<file path="src/rtl/irc_pkg.sv">
package irc_pkg;
  typedef enum logic [1:0] {
    SRC_SYS  = 2'd0,
    SRC_XTAL = 2'd1,
    SRC_1US  = 2'd2,
    SRC_10US = 2'd3
  } irc_src_e;

  typedef enum logic {
    PH_ON  = 1'b0,
    PH_OFF = 1'b1
  } irc_phase_e;

  localparam int CTL_EN_BIT   = 0;
  localparam int CTL_IDLE_BIT = 2;
  localparam int CTL_SEL_LSB  = 12;
endpackage

</file>
<file path="src/rtl/irc_prescale.sv">
module irc_prescale #(
  parameter int DIV = 3
) (
  input  logic clk,
  input  logic rst,
  input  logic clr,
  input  logic step,
  output logic pulse
);
  generate
    if (DIV <= 1) begin : g_pass
      assign pulse = step & ~clr;
    end else begin : g_div
      localparam int CW = $clog2(DIV);
      localparam logic [CW-1:0] LAST = CW'(DIV - 1);
      logic [CW-1:0] cnt_q;

      always_ff @(posedge clk) begin
        if (rst || clr) begin
          cnt_q <= '0;
        end else if (step) begin
          cnt_q <= (cnt_q == LAST) ? '0 : cnt_q + 1'b1;
        end
      end

      assign pulse = step & ~clr & (cnt_q == LAST);
    end
  endgenerate
endmodule

</file>
<file path="src/rtl/irc_regs.sv">
module irc_regs
  import irc_pkg::*;
#(
  parameter int DATA_W    = 32,
  parameter int ADDR_W    = 4,
  parameter int ADDR_CTRL = 0,
  parameter int ADDR_CNT  = 1,
  localparam int CNT_W    = DATA_W / 2
) (
  input  logic              clk,
  input  logic              rst,
  input  logic              wr_en,
  input  logic [ADDR_W-1:0] wr_addr,
  input  logic [DATA_W-1:0] wr_data,
  output logic              en,
  output logic              idle_high,
  output irc_src_e          src_sel,
  output logic [CNT_W-1:0]  pend_on,
  output logic [CNT_W-1:0]  pend_off
);
  logic hit_ctrl, hit_cnt;

  assign hit_ctrl = wr_en && (wr_addr == ADDR_W'(ADDR_CTRL));
  assign hit_cnt  = wr_en && (wr_addr == ADDR_W'(ADDR_CNT));

  always_ff @(posedge clk) begin
    if (rst) begin
      en        <= 1'b0;
      idle_high <= 1'b0;
      src_sel   <= SRC_SYS;
    end else if (hit_ctrl) begin
      en        <= wr_data[CTL_EN_BIT];
      idle_high <= wr_data[CTL_IDLE_BIT];
      src_sel   <= irc_src_e'(wr_data[CTL_SEL_LSB +: 2]);
    end
  end

  always_ff @(posedge clk) begin
    if (rst) begin
      pend_on  <= '0;
      pend_off <= '0;
    end else if (hit_cnt) begin
      pend_on  <= wr_data[CNT_W +: CNT_W];
      pend_off <= wr_data[0 +: CNT_W];
    end
  end
endmodule

</file>
<file path="src/rtl/irc_tick_gen.sv">
module irc_tick_gen
  import irc_pkg::*;
#(
  parameter int US_DIV     = 100,
  parameter int TEN_RATIO  = 10,
  parameter int XTAL_RATIO = 3
) (
  input  logic     clk,
  input  logic     rst,
  input  logic     en,
  input  irc_src_e src_sel,
  input  logic     xtal_tick,
  output logic     tick
);
  logic us_p, ten_p, x_p, raw;
  logic [2:0] steps;
  logic [2:0] pulses;

  assign steps = {xtal_tick, us_p, 1'b1};

  genvar gi;
  generate
    for (gi = 0; gi < 3; gi++) begin : g_ps
      localparam int DV = (gi == 0) ? US_DIV : (gi == 1) ? TEN_RATIO : XTAL_RATIO;
      irc_prescale #(.DIV(DV)) u_ps (
        .clk  (clk),
        .rst  (rst),
        .clr  (~en),
        .step (steps[gi]),
        .pulse(pulses[gi])
      );
    end
  endgenerate

  assign us_p  = pulses[0];
  assign ten_p = pulses[1];
  assign x_p   = pulses[2];

  always_comb begin
    unique case (src_sel)
      SRC_SYS:  raw = 1'b1;
      SRC_XTAL: raw = x_p;
      SRC_1US:  raw = us_p;
      SRC_10US: raw = ten_p;
      default:  raw = 1'b0;
    endcase
  end

  always_ff @(posedge clk) begin
    if (rst) tick <= 1'b0;
    else     tick <= en & raw;
  end
endmodule

</file>
<file path="src/rtl/irc_phase.sv">
module irc_phase
  import irc_pkg::*;
#(
  parameter int CNT_W = 16
) (
  input  logic             clk,
  input  logic             rst,
  input  logic             en,
  input  logic             idle_high,
  input  logic             tick,
  input  logic [CNT_W-1:0] pend_on,
  input  logic [CNT_W-1:0] pend_off,
  output logic             carrier,
  output logic             stb
);
  irc_phase_e     phase_q;
  logic [CNT_W-1:0] cnt_q, act_on, act_off;

  always_ff @(posedge clk) begin
    if (rst) begin
      phase_q <= PH_ON;
      cnt_q   <= '0;
      act_on  <= '0;
      act_off <= '0;
      carrier <= 1'b0;
      stb     <= 1'b0;
    end else if (!en) begin
      phase_q <= PH_ON;
      cnt_q   <= '0;
      act_on  <= pend_on;
      act_off <= pend_off;
      carrier <= idle_high;
      stb     <= 1'b0;
    end else begin
      stb     <= 1'b0;
      carrier <= (phase_q == PH_ON);
      if (tick) begin
        if (phase_q == PH_ON) begin
          if (cnt_q == act_on) begin
            phase_q <= PH_OFF;
            cnt_q   <= '0;
            carrier <= 1'b0;
          end else begin
            cnt_q <= cnt_q + 1'b1;
          end
        end else begin
          if (cnt_q == act_off) begin
            phase_q <= PH_ON;
            cnt_q   <= '0;
            carrier <= 1'b1;
            stb     <= 1'b1;
            act_on  <= pend_on;
            act_off <= pend_off;
          end else begin
            cnt_q <= cnt_q + 1'b1;
          end
        end
      end
    end
  end
endmodule

</file>
<file path="src/rtl/ir_carrier_gen.sv">
module ir_carrier_gen
  import irc_pkg::*;
#(
  parameter int DATA_W     = 32,
  parameter int ADDR_W     = 4,
  parameter int US_DIV     = 100,
  parameter int TEN_RATIO  = 10,
  parameter int XTAL_RATIO = 3
) (
  input  logic              clk,
  input  logic              rst,
  input  logic              wr_en,
  input  logic [ADDR_W-1:0] wr_addr,
  input  logic [DATA_W-1:0] wr_data,
  input  logic              xtal_tick,
  output logic              carrier_out,
  output logic              period_stb
);
  localparam int CNT_W = DATA_W / 2;

  logic             ctl_en, ctl_idle, tick;
  irc_src_e         ctl_sel;
  logic [CNT_W-1:0] pend_on, pend_off;

  irc_regs #(.DATA_W(DATA_W), .ADDR_W(ADDR_W)) u_regs (
    .clk      (clk),
    .rst      (rst),
    .wr_en    (wr_en),
    .wr_addr  (wr_addr),
    .wr_data  (wr_data),
    .en       (ctl_en),
    .idle_high(ctl_idle),
    .src_sel  (ctl_sel),
    .pend_on  (pend_on),
    .pend_off (pend_off)
  );

  irc_tick_gen #(
    .US_DIV(US_DIV), .TEN_RATIO(TEN_RATIO), .XTAL_RATIO(XTAL_RATIO)
  ) u_tick (
    .clk      (clk),
    .rst      (rst),
    .en       (ctl_en),
    .src_sel  (ctl_sel),
    .xtal_tick(xtal_tick),
    .tick     (tick)
  );

  irc_phase #(.CNT_W(CNT_W)) u_phase (
    .clk      (clk),
    .rst      (rst),
    .en       (ctl_en),
    .idle_high(ctl_idle),
    .tick     (tick),
    .pend_on  (pend_on),
    .pend_off (pend_off),
    .carrier  (carrier_out),
    .stb      (period_stb)
  );
endmodule

</file>
<file path="config.mk">
export PLATFORM = sky130hd
export DESIGN_NAME = ir_carrier_gen
export DESIGN_NICKNAME = d
export VERILOG_FILES = /design/src/rtl/irc_pkg.sv /design/src/rtl/irc_prescale.sv /design/src/rtl/irc_regs.sv /design/src/rtl/irc_tick_gen.sv /design/src/rtl/irc_phase.sv /design/src/rtl/ir_carrier_gen.sv
export SDC_FILE = /design/constraint.sdc
export NUM_CORES = 1
export LEC_CHECK = 0
export ABC_AREA = 1
export BUFFER_PORTS_ARGS = -buffer_cell sky130_fd_sc_hd__buf_4
export CAP_MARGIN = 20
export CORE_MARGIN = 2
export CORE_UTILIZATION = 54
export CTS_CLUSTER_DIAMETER = 40
export DETAILED_ROUTE_END_ITERATION = 8
export GPL_TIMING_DRIVEN = 0
export PLACE_DENSITY_LB_ADDON = 0.15
export SYNTH_ARGS = -nofsm -noshare
export SYNTH_HDL_FRONTEND = slang
export SYNTH_SLANG_ARGS = --single-unit
</file>
<file path="constraint.sdc">
create_clock -name clk -period 1.4 [get_ports clk]
set_input_delay 0.14 -clock clk [delete_from_list [all_inputs] [get_ports clk]]
set_output_delay 0.14 -clock clk [all_outputs]
set_load 0.02 [all_outputs]
</file>
==> results.toml <==
[outcome]
status = "complete, but fails checks"
violations = "negative setup slack"

[setup_path]
r2r_cells = 10
critical_path_depth = 10
worstSetupPathType = "reg -> reg"
crit_slowest_cell = "dfxtp_2"
cp-end-kind = "flip-flop"
rrSetupSlack_ps = -310
critPathBufInv = 3
worstSetupStartpointType = "flip-flop"
cp_top_family = "simple AND/OR/NAND/NOR gates"
r2r-start = "u_phase.act_off[1]"
worstPathRequired_ps = 1710
critPathMaxFanout = 5
cp.arrival_ps = 2020
cp_common_cell = "nand2_1"
critPathMaxStageDelay_ps = 370
crit_chain = "inv_1 > nand2_1 > nand2_2 > buf_6 > nor3_4 > nand4_4 > clkbuf_16 > nand3_2 > nand2_1 > nor2_1"
rr_endpoint = "u_phase.act_off[10]"

[worst_hold_path]
hold-path-endpoint = "u_regs.pend_off[1]"
hp-start = "wr_data[1]"
hold_class = "in -> reg"
whs_path_depth = 3

[global_routing]
grt_pass1_vias = 4241
grt_max_degree = 20
grt_pass1_wl_um = 19500
grt.total_usage_pct = 24.9
antenna_found_initial = 0
overflow = 0

[cells_and_area]
antenna_cells = 0
n_fill_cell = 653
syn2layout_area_growth_pct = 32.3
final_common_cell = "nand2_1"
finalNetCount = 836
drive_gt1_share_pct = 32.2
finish.instance_area_um2 = 6380
layout_common_cells = "nand2_1 (123), nor2_1 (92), inv_1 (89)"

[clock_tree]
tritoncts = "built"
clkLatencyLatePin_ps = 380
clk_pin_slew_ps = 110
htreeDepth = 3
clockBufferDepth = 2
numCtsBuffers = 9
cts-root-buf = "clkbuf_8"
clkSinkCount = 101

[routing]
vias = 4633
avgViaCountPerCell = 5.11
detail-route-antenna-nets = 0
dr.pass1.iters = 5
first_iter_violations = 222
wl_per_cell_um = 13.8
drt_wl_total_um = 12500
drc_errors = 0

[synth]
synth_top_area_share_pct = 41.9
synthTopCellsByArea = "dfxtp_1 (42%), nand2_1 (12%), nor2_1 (10%), inv_1 (7.5%), a21oi_1 (4.8%)"
seq_area_frac_synth_pct = 41.9
synthesis.area_um2 = 4830
ys_warn_count = 0
synth-seq-cells = 101
synth_top_area_cell = "dfxtp_1"
synth_nets = 740
synth.avg_cell_area_um2 = 6.91
syn_inst = 698
synth_cell_types = 31

[floorplan]
placementRows = 34
die_area_um2 = 9710
coreArea_um2 = 8680
boundaryPins = 42
dieWidth_um = 98.5
die_h_um = 98.5
start_util_pct = 55.6

[timing]
timing.final.ws_setup_ps = -314
post-route-min-period_ps = 1710
tns_ps = -12890
fmax_mhz = 583
fin_crit_sh_pct = 122
worstMarginPinSlew_ps = 508
fin_skew_ps = 13.5
finalMaxSlewViolations = 0
rsz0062_at_grt = "true"
holdWs_ps = 30.2
hold_violations = 0
finalSetupViolCount = 53
slew-limit-headroom_pct = 66.1

[run]
cap_viol_max_count = 0

[power_and_ir_drop]
irDropWorstVdd_v = 0.000552
p_per_area_nw_per_um2 = 849
leakage_nw = 2.72

[placement]
routabilityCongestion = 0.896
dp_hpwl_um = 8290
port_buffers = 41
dpl_cell_area_um2 = 5290
-- timing repair --
| action | 4_1_cts | 5_1_grt |
|---|---|---|
| pin swaps | 22 | 29 |
| cloned | 5 | 4 |
| endpoints found under the hold margin | 3 | 0 |
| hold buffers | 2 | 0 |
| setup buffers | 13 | 20 |
| setup endpoints to repair | 59 | 64 |
| gates resized for setup | 97 | 70 |
-- area by class of cell --
cell class	instances	area, um2	share of cell area (%)
sequential	101	2090	32.8
tap	108	135	2.12
multi-input combinational	470	2620	41.0
clock inverter	6	62.6	0.980
inverter	102	388	6.08
buffer	27	224	3.51
clock buffer	10	128	2.00
timing repair buffer	83	736	11.5
-- synth_stat cells --
library cell / n
nor3_4: 1
nor2_2: 3
and3_1: 1
a21oi_1: 46
a21oi_2: 1
dfxtp_1: 101
buf_6: 9
xor2_1: 21
o21ai_0: 44
nand2_1: 153
nor4_1: 1
clkbuf_1: 11
inv_1: 96
nand3_1: 32
nand3_2: 15
nand3b_1: 1
nor3_2: 2
buf_4: 6
or2_2: 1
inv_2: 6
nand4_1: 1
nand2_2: 2
nor2_1: 128
xnor2_1: 1
ha_1: 2
buf_2: 1
nor3b_1: 3
a211oi_1: 1
o21ai_1: 1
nor3_1: 6
nand4_4: 1
-- worst max-delay path by stage --
| stage | end | start | slack, ps |
|---|---|---|---|
| 3_5_place_dp | u_phase.act_on[3] | u_phase.cnt_q[10] | -350 |
| 3_3_place_gp | u_phase.act_on[3] | u_phase.cnt_q[10] | -360 |
| 6_report | u_phase.act_off[10] | u_phase.act_off[1] | -310 |
| 5_1_grt | u_phase.act_off[4] | u_phase.cnt_q[10] | -390 |
| 4_1_cts | u_phase.act_off[2] | u_phase.cnt_q[7] | -180 |
| 2_1_floorplan | u_phase.cnt_q[9] | u_phase.cnt_q[9] | -20 |
-- cells by family (layout without fill, tap and decap cells) --
kind of cell / Yosys count / count (layout) / share of synthesized area [%]
DFF: 101 / 101 / 41.9
adders and majority gates: 2 / 2 / 0.518
buffers and inverters: 129 / 228 / 11.9
xor gates and xnor gates: 22 / 22 / 3.99
AOI/OAI and AO/OA: 93 / 93 / 9.77
and+or+nand+nor: 351 / 353 / 31.9
-- routing by layer --
| metal | routed length, um | GRT usage [%] |
|---|---|---|
| met1 | 5400 | 31.5 |
| met2 | 6240 | 42.5 |
| met3 | 669 | 5.82 |
| met4 | 231 | 7.59 |
| met5 | 0 | 0 |
-- where the power goes --
part	leakage [nW]	switching, mW	internal [mW]
clock	0.0970	1.11	0.701
combinational	1.79	0.349	0.295
sequential	0.835	0.0508	2.91
-- flip-flops by register name (all words and copies together), names as in the netlist --
signal / flops
u_phase.act_off: 16
u_phase.act_on: 16
u_phase.carrier: 1
u_phase.cnt_q: 16
u_phase.phase_q: 1
u_phase.stb: 1
u_regs.en: 1
u_regs.idle_high: 1
u_regs.pend_off: 16
u_regs.pend_on: 16
u_regs.src_sel: 2
u_tick.g_ps.u_ps.g_div.cnt_q: 13
u_tick.tick: 1
-- through the flow --
stage / setup slack (ps) / utilization, % / power (mW) / instances
final: -314 / 73.6 / 5.42 / 907
after global routing: -388 / 73.6 / 5.63 / 907
after CTS: -178 / 68.2 / 5.38 / 883
after detailed placement: -353 / 61.0 / 3.55 / 847
after global placement: -363 / 61.0 / 3.54 / 847
after floorplan: -24.5 / - / 3.38 / 698
-- tightest hold or removal path, stage by stage --
cell     delay [ps]
buf_4            70
o21ai_0          70
a21oi_1         100
Note: power is estimated with default switching activity, not from simulation.
